--- config.mk ---
export PLATFORM = sky130hd
export DESIGN_NAME = owire_slot_timer
export DESIGN_NICKNAME = d
export VERILOG_FILES = /design/src/rtl/owire_slot_timer.sv
export SDC_FILE = /design/constraint.sdc
export NUM_CORES = 1
export LEC_CHECK = 0
export BUFFER_PORTS_ARGS = -buffer_cell sky130_fd_sc_hd__buf_2
export CAP_MARGIN = 20
export CORE_AREA = 4 4 57 85
export CTS_CLUSTER_DIAMETER = 80
export CTS_CLUSTER_SIZE = 12
export DETAILED_ROUTE_END_ITERATION = 16
export DIE_AREA = 0 0 61 89
export GPL_TIMING_DRIVEN = 0
export SLEW_MARGIN = 5
export SYNTH_ARGS = -nofsm -noshare
export SYNTH_HDL_FRONTEND = slang
export SYNTH_SLANG_ARGS = --single-unit
--- constraint.sdc ---
create_clock -name clk -period 5.08 [get_ports clk]
set_input_delay 0.762 -clock clk [delete_from_list [all_inputs] [get_ports clk]]
set_output_delay 0.762 -clock clk [all_outputs]
set_load 0.02 [all_outputs]
--- src/rtl/owire_slot_timer.sv ---
`timescale 1ns/1ps
module owire_slot_timer #(
  parameter int TICKS_PER_US = 200,
  parameter int RST_US       = 480,
  parameter int OD_KEEP_US   = 80,
  parameter int PDH_US       = 30,
  parameter int PDL_US       = 120,
  parameter int SMP_US       = 30,
  parameter int HLD_US       = 30,
  parameter int OD_DIV       = 10
) (
  input  logic clk,
  input  logic rst_n,
  input  logic line_in,
  input  logic od_mode,
  input  logic tx_valid,
  input  logic tx_bit,
  output logic tx_ready,
  output logic pull_low,
  output logic rx_valid,
  output logic rx_bit,
  output logic reset_seen,
  output logic od_clear
);
  localparam int C_RST = RST_US * TICKS_PER_US;
  localparam int CW    = $clog2(C_RST + 2);

  localparam logic [CW-1:0] K_RST     = CW'(C_RST);
  localparam logic [CW-1:0] K_RST_OD  = CW'((RST_US / OD_DIV) * TICKS_PER_US);
  localparam logic [CW-1:0] K_KEEP    = CW'(OD_KEEP_US * TICKS_PER_US);
  localparam logic [CW-1:0] K_PDH     = CW'(PDH_US * TICKS_PER_US);
  localparam logic [CW-1:0] K_PDH_OD  = CW'((PDH_US / OD_DIV) * TICKS_PER_US);
  localparam logic [CW-1:0] K_PDL     = CW'(PDL_US * TICKS_PER_US);
  localparam logic [CW-1:0] K_PDL_OD  = CW'((PDL_US / OD_DIV) * TICKS_PER_US);
  localparam logic [CW-1:0] K_SMP     = CW'(SMP_US * TICKS_PER_US);
  localparam logic [CW-1:0] K_SMP_OD  = CW'((SMP_US / OD_DIV) * TICKS_PER_US);
  localparam logic [CW-1:0] K_HLD     = CW'(HLD_US * TICKS_PER_US);
  localparam logic [CW-1:0] K_HLD_OD  = CW'((HLD_US / OD_DIV) * TICKS_PER_US);
  localparam logic [CW-1:0] K_MAX     = '1;

  typedef enum logic [2:0] {S_IDLE, S_LOW, S_PDH, S_PDL, S_REC} state_t;

  state_t        state;
  logic [CW-1:0] cnt;
  logic          sync0, line_s, line_q;
  logic          rd_slot, rd_zero;

  logic [CW-1:0] t_pdh, t_pdl, t_smp, t_hld, slot_end;
  logic          fall, low_over, is_rst, drop_od;

  assign t_pdh    = od_mode ? K_PDH_OD : K_PDH;
  assign t_pdl    = od_mode ? K_PDL_OD : K_PDL;
  assign t_smp    = od_mode ? K_SMP_OD : K_SMP;
  assign t_hld    = od_mode ? K_HLD_OD : K_HLD;
  assign slot_end = rd_slot ? t_hld : t_smp;

  assign fall     = line_q & ~line_s;
  assign low_over = (state == S_LOW) && line_s && (cnt >= slot_end);
  assign is_rst   = od_mode ? (cnt >= K_RST_OD) : (cnt >= K_RST);
  assign drop_od  = od_mode && (cnt > K_KEEP);

  assign tx_ready = (state == S_IDLE) && fall && tx_valid;
  assign pull_low = (state == S_PDL) ||
                    ((state == S_LOW) && rd_zero && (cnt < t_hld));

  always_ff @(posedge clk or negedge rst_n) begin
    if (!rst_n) begin
      sync0      <= 1'b1;
      line_s     <= 1'b1;
      line_q     <= 1'b1;
      state      <= S_IDLE;
      cnt        <= '0;
      rd_slot    <= 1'b0;
      rd_zero    <= 1'b0;
      rx_valid   <= 1'b0;
      rx_bit     <= 1'b0;
      reset_seen <= 1'b0;
      od_clear   <= 1'b0;
    end else begin
      sync0      <= line_in;
      line_s     <= sync0;
      line_q     <= line_s;
      rx_valid   <= 1'b0;
      reset_seen <= 1'b0;
      od_clear   <= 1'b0;
      cnt        <= (cnt == K_MAX) ? cnt : cnt + 1'b1;
      case (state)
        S_IDLE: if (fall) begin
          state   <= S_LOW;
          cnt     <= '0;
          rd_slot <= tx_valid;
          rd_zero <= tx_valid & ~tx_bit;
        end
        S_LOW: begin
          if (!rd_slot && cnt == t_smp - 1'b1) begin
            rx_valid <= 1'b1;
            rx_bit   <= line_s;
          end
          if (low_over) begin
            cnt     <= '0;
            rd_slot <= 1'b0;
            rd_zero <= 1'b0;
            if (is_rst) begin
              reset_seen <= 1'b1;
              od_clear   <= drop_od;
              state      <= S_PDH;
            end else begin
              state <= S_IDLE;
            end
          end
        end
        S_PDH: begin
          if (fall) begin
            state   <= S_LOW;
            cnt     <= '0;
            rd_slot <= 1'b0;
            rd_zero <= 1'b0;
          end else if (cnt == t_pdh - 1'b1) begin
            state <= S_PDL;
            cnt   <= '0;
          end
        end
        S_PDL: if (cnt == t_pdl - 1'b1) state <= S_REC;
        S_REC: if (line_s) state <= S_IDLE;
        default: state <= S_IDLE;
      endcase
    end
  end
endmodule

==> flow_results.xml <==
<?xml version="1.0" encoding="UTF-8"?>
<metrics>
  <group name="run_status">
    <metric name="run_status" unit="">complete, no violations</metric>
  </group>
  <group name="synth">
    <metric name="post_synth_instance_area" unit="um^2">1824</metric>
    <metric name="synthMostInstantiatedCell" unit="">dfrtp_1</metric>
    <metric name="cells_taking_the_most_area_after_synthesis" unit="">dfrtp_1 36%, ha_1 4.8%, nor2_1 4.7%, dfstp_2 4.3%, xor2_1 4.3%</metric>
    <metric name="synth_top_flop_cell" unit="">dfrtp_1</metric>
    <metric name="synth.cells.most_frequent" unit="">26 x dfrtp_1, 23 x nor2_1, 13 x nand3_1</metric>
    <metric name="flip_flop_and_latch_count_after_synthesis" unit="">29</metric>
    <metric name="post_synth_inst_count" unit="">200</metric>
    <metric name="netlist.area_leader.share" unit="%">35.67</metric>
    <metric name="synthesis_warning_total" unit="">0</metric>
    <metric name="library_cell_occupying_the_most_area_in_the_post_synthesis_netlist" unit="">dfrtp_1</metric>
    <metric name="synth_cell_type_count" unit="">48</metric>
    <metric name="synth_nets" unit="">213</metric>
    <metric name="synth-edff-count" unit="">0</metric>
    <metric name="yosysSeqAreaShare" unit="%">39.99</metric>
    <metric name="ys_async_sr_fraction" unit="%">100.0</metric>
    <metric name="syn-mean-instance-area" unit="um^2">9.121</metric>
  </group>
  <group name="global_routing">
    <metric name="number_of_antenna_violations_at_the_first_check_in_global_routing" unit="">0</metric>
    <metric name="grt_total_usage" unit="%">18.17</metric>
    <metric name="overflow" unit="">0</metric>
    <metric name="grt_first_pass_wirelength" unit="um">7286</metric>
    <metric name="via_count_of_the_first_global_routing_pass" unit="">1572</metric>
    <metric name="grt_start_max_net_pins" unit="">30</metric>
  </group>
  <group name="floorplanning">
    <metric name="die_area" unit="um^2">5429</metric>
    <metric name="pin_count" unit="">12</metric>
    <metric name="floorplan.die.height" unit="um">89</metric>
    <metric name="floorplan.die.width" unit="um">61</metric>
    <metric name="row_count" unit="">29</metric>
    <metric name="design.core.area" unit="um^2">4136</metric>
    <metric name="floorplan.initialDensity" unit="%">44.10</metric>
  </group>
  <group name="clocking">
    <metric name="cts_tree" unit="">yes</metric>
    <metric name="clk_root_buffer_cell" unit="">clkbuf_8</metric>
    <metric name="htree_num_levels" unit="">2</metric>
    <metric name="worstSkewPairLatency" unit="ns">0.28</metric>
    <metric name="numCtsBuffers" unit="">5</metric>
    <metric name="clock_sink_count" unit="">29</metric>
    <metric name="cts_resized" unit="">0</metric>
    <metric name="cts_hold_buf" unit="">0</metric>
    <metric name="cts.path.max_buffers" unit="">2</metric>
    <metric name="post_cts.repair.setup_buffers" unit="">0</metric>
    <metric name="clkTransAtPathRegs" unit="ns">0.06</metric>
  </group>
  <group name="route">
    <metric name="via_per_inst" unit="">6.011</metric>
    <metric name="routed-via-count" unit="">1593</metric>
    <metric name="antenna_left" unit="">0</metric>
    <metric name="drt_pass_1_iters" unit="">4</metric>
    <metric name="wl_per_cell" unit="um">16.50</metric>
    <metric name="routed_wirelength" unit="um">4373</metric>
    <metric name="dr_drc_count" unit="">0</metric>
    <metric name="dr.first_iter.drc_count" unit="">59</metric>
  </group>
  <group name="critical_path">
    <metric name="timing.critical_path.to_type" unit="">primary output</metric>
    <metric name="critical_path_peak_fanout" unit="">11</metric>
    <metric name="r2r_setup_slack" unit="ns">2.36</metric>
    <metric name="timing_worst_setup_path_type" unit="">in2out</metric>
    <metric name="worst-r2r-cell-count" unit="">7</metric>
    <metric name="kind_of_start_point_of_the_critical_path" unit="">primary input</metric>
    <metric name="worst_flop_to_flop_path_endpoint" unit="">cnt[16]$_DFF_PN0_</metric>
    <metric name="source_of_the_worst_register_to_register_timing_path" unit="">cnt[5]$_DFF_PN0_</metric>
    <metric name="critPathRequiredTime" unit="ns">4.32</metric>
    <metric name="worstPathArrival" unit="ns">2.30</metric>
  </group>
  <group name="cells_and_area">
    <metric name="final_area" unit="um^2">2053</metric>
    <metric name="drive_above_1_share" unit="%">13.70</metric>
    <metric name="sequential_cell_area_in_the_final_layout" unit="um^2">729.5</metric>
    <metric name="finish.cell_count_without_fillers" unit="">265</metric>
    <metric name="antenna_cells" unit="">0</metric>
    <metric name="num-nets-final" unit="">231</metric>
    <metric name="multi_input_logic_area" unit="um^2">1007</metric>
    <metric name="areaGrowthSynthToFinish" unit="%">12.55</metric>
    <metric name="num-fill-cells" unit="">416</metric>
  </group>
  <group name="sta">
    <metric name="setup_viol" unit="">0</metric>
    <metric name="fin_ws" unit="ns">2.016</metric>
    <metric name="drv_slew" unit="">0</metric>
    <metric name="fmax" unit="GHz">0.3263</metric>
    <metric name="timing.max_slew.rel_slack" unit="%">31.90</metric>
    <metric name="timing_hold_violations_final" unit="">0</metric>
    <metric name="post-route-period-util" unit="%">60.32</metric>
    <metric name="tightest_slew" unit="ns">1.014</metric>
    <metric name="final_layout_worst_hold_slack" unit="ns">0.3572</metric>
    <metric name="finClkSkew" unit="ns">0.007335</metric>
    <metric name="rsz0062_at_grt" unit="">false</metric>
    <metric name="totalNegativeSetupSlack" unit="ns">0</metric>
    <metric name="fin_crit" unit="ns">3.064</metric>
  </group>
  <group name="worst_hold_path">
    <metric name="min_path_type" unit="">reg2reg</metric>
    <metric name="min_from" unit="">sync0$_DFF_PN1_</metric>
    <metric name="timing.hold.worst_path_depth" unit="">0</metric>
    <metric name="hold_end" unit="">line_s$_DFF_PN1_</metric>
  </group>
  <group name="placement">
    <metric name="placement.io_buffers" unit="">11</metric>
    <metric name="dp_cells" unit="">257</metric>
    <metric name="placedInstanceArea" unit="um^2">1937</metric>
    <metric name="globalplace.congestion" unit="">0.8532</metric>
    <metric name="dp.final_hpwl" unit="um">3364</metric>
    <metric name="post-place-ws" unit="ns">1.846</metric>
  </group>
  <group name="power_and_ir_drop">
    <metric name="switching_share" unit="%">32.90</metric>
    <metric name="power.net_switching" unit="uW">250.3</metric>
    <metric name="clock_power_share" unit="%">32.7</metric>
    <metric name="power.static_leakage" unit="uW">0.0009091</metric>
    <metric name="ir_drop" unit="uV">235.1</metric>
    <metric name="pwr_density" unit="nW/um^2">370.5</metric>
    <metric name="combinational_group_share_of_total_power" unit="%">26.5</metric>
    <metric name="cell_internal_pwr" unit="uW">510.4</metric>
    <metric name="seqPwrFrac" unit="%">40.8</metric>
  </group>
  <group name="job">
    <metric name="max_cap_violations" unit="">0</metric>
  </group>
</metrics>
-- power by group through the flow --
| stage | registers (uW) | logic (uW) | clock network (uW) |
|---|---|---|---|
| after CTS | 309 | 204 | 255 |
| after global routing | 317 | 229 | 263 |
| after global placement | 310 | 197 | 0 |
| after detailed placement | 313 | 204 | 0 |
| after floorplan | 300 | 155 | 0 |
| final | 310 | 202 | 248 |
-- kinds of logic after synthesis --
family	after synthesis	synth area share (%)
compound gates	42	16.60
buf+inv	19	4.801
mux	1	0.6172
xor+xnor	13	6.241
fa+ha+maj	7	4.801
simple gates	89	26.96
flops	29	39.99
-- placed cells by master (no fill, tap or decap), types with 8 or more instances in the layout --
cell type and n:
a21oi_1 9, buf_2 12, clkbuf_1 10, dfrtp_1 26, nand2_1 12, nand3_1 13, nor2_1 23, o21ai_0 8
xor2_1 9
-- flip-flops by register name, summed over array words and instances, names as in the netlist --
name	cells
od_clear	1
rd_zero	1
rd_slot	1
line_s	1
state	3
sync0	1
rx_valid	1
line_q	1
cnt	17
rx_bit	1
reset_seen	1
-- how the worst max path moves through the flow --
stage	to	from	slack, ns	depth (start not counted)
2_1_floorplan	pull_low	od_mode	2.42	5
3_3_place_gp	cnt[6]$_DFF_PN0_	od_mode	1.91	8
3_5_place_dp	cnt[0]$_DFF_PN0_	od_mode	1.85	8
4_1_cts	pull_low	od_mode	1.98	7
5_1_grt	pull_low	od_mode	1.89	7
6_report	pull_low	od_mode	2.02	7
-- layout make-up --
type | count | area share, %
plain buffers | 12 | 2.986
clock buffers | 7 | 4.205
clock inverters | 1 | 1.463
inverters | 7 | 1.280
multi-input cells | 152 | 49.06
flip-flops and latches | 29 | 35.53
well taps | 46 | 2.803
repair buffers | 11 | 2.681
-- critical path, cell delays in order --
cell and delay [ns]:
buf_2 0.17, ha_1 0.39, nand4b_1 0.21, o211a_1 0.31, o211ai_1 0.19, a21oi_1 0.10
buf_2 0.16
-- stage by stage --
stage	power, uW	util (%)
final	760.7	49.64
after CTS	768.2	49.64
after floorplan	455.2	-
after detailed placement	516.7	46.82
after global placement	506.4	46.82
after global routing	808.8	49.64
-- per-layer routing --
metal | global-route usage [%] | share of wire (%) | vias up
met4 | 8.284 | 2.6 | 0
li1 | - | - | 774
met3 | 3.179 | 3.6 | 10
met5 | 0 | 0 | -
met2 | 34.37 | 55 | 37
met1 | 18.63 | 39 | 772
Power figures use the tool's default switching activity.
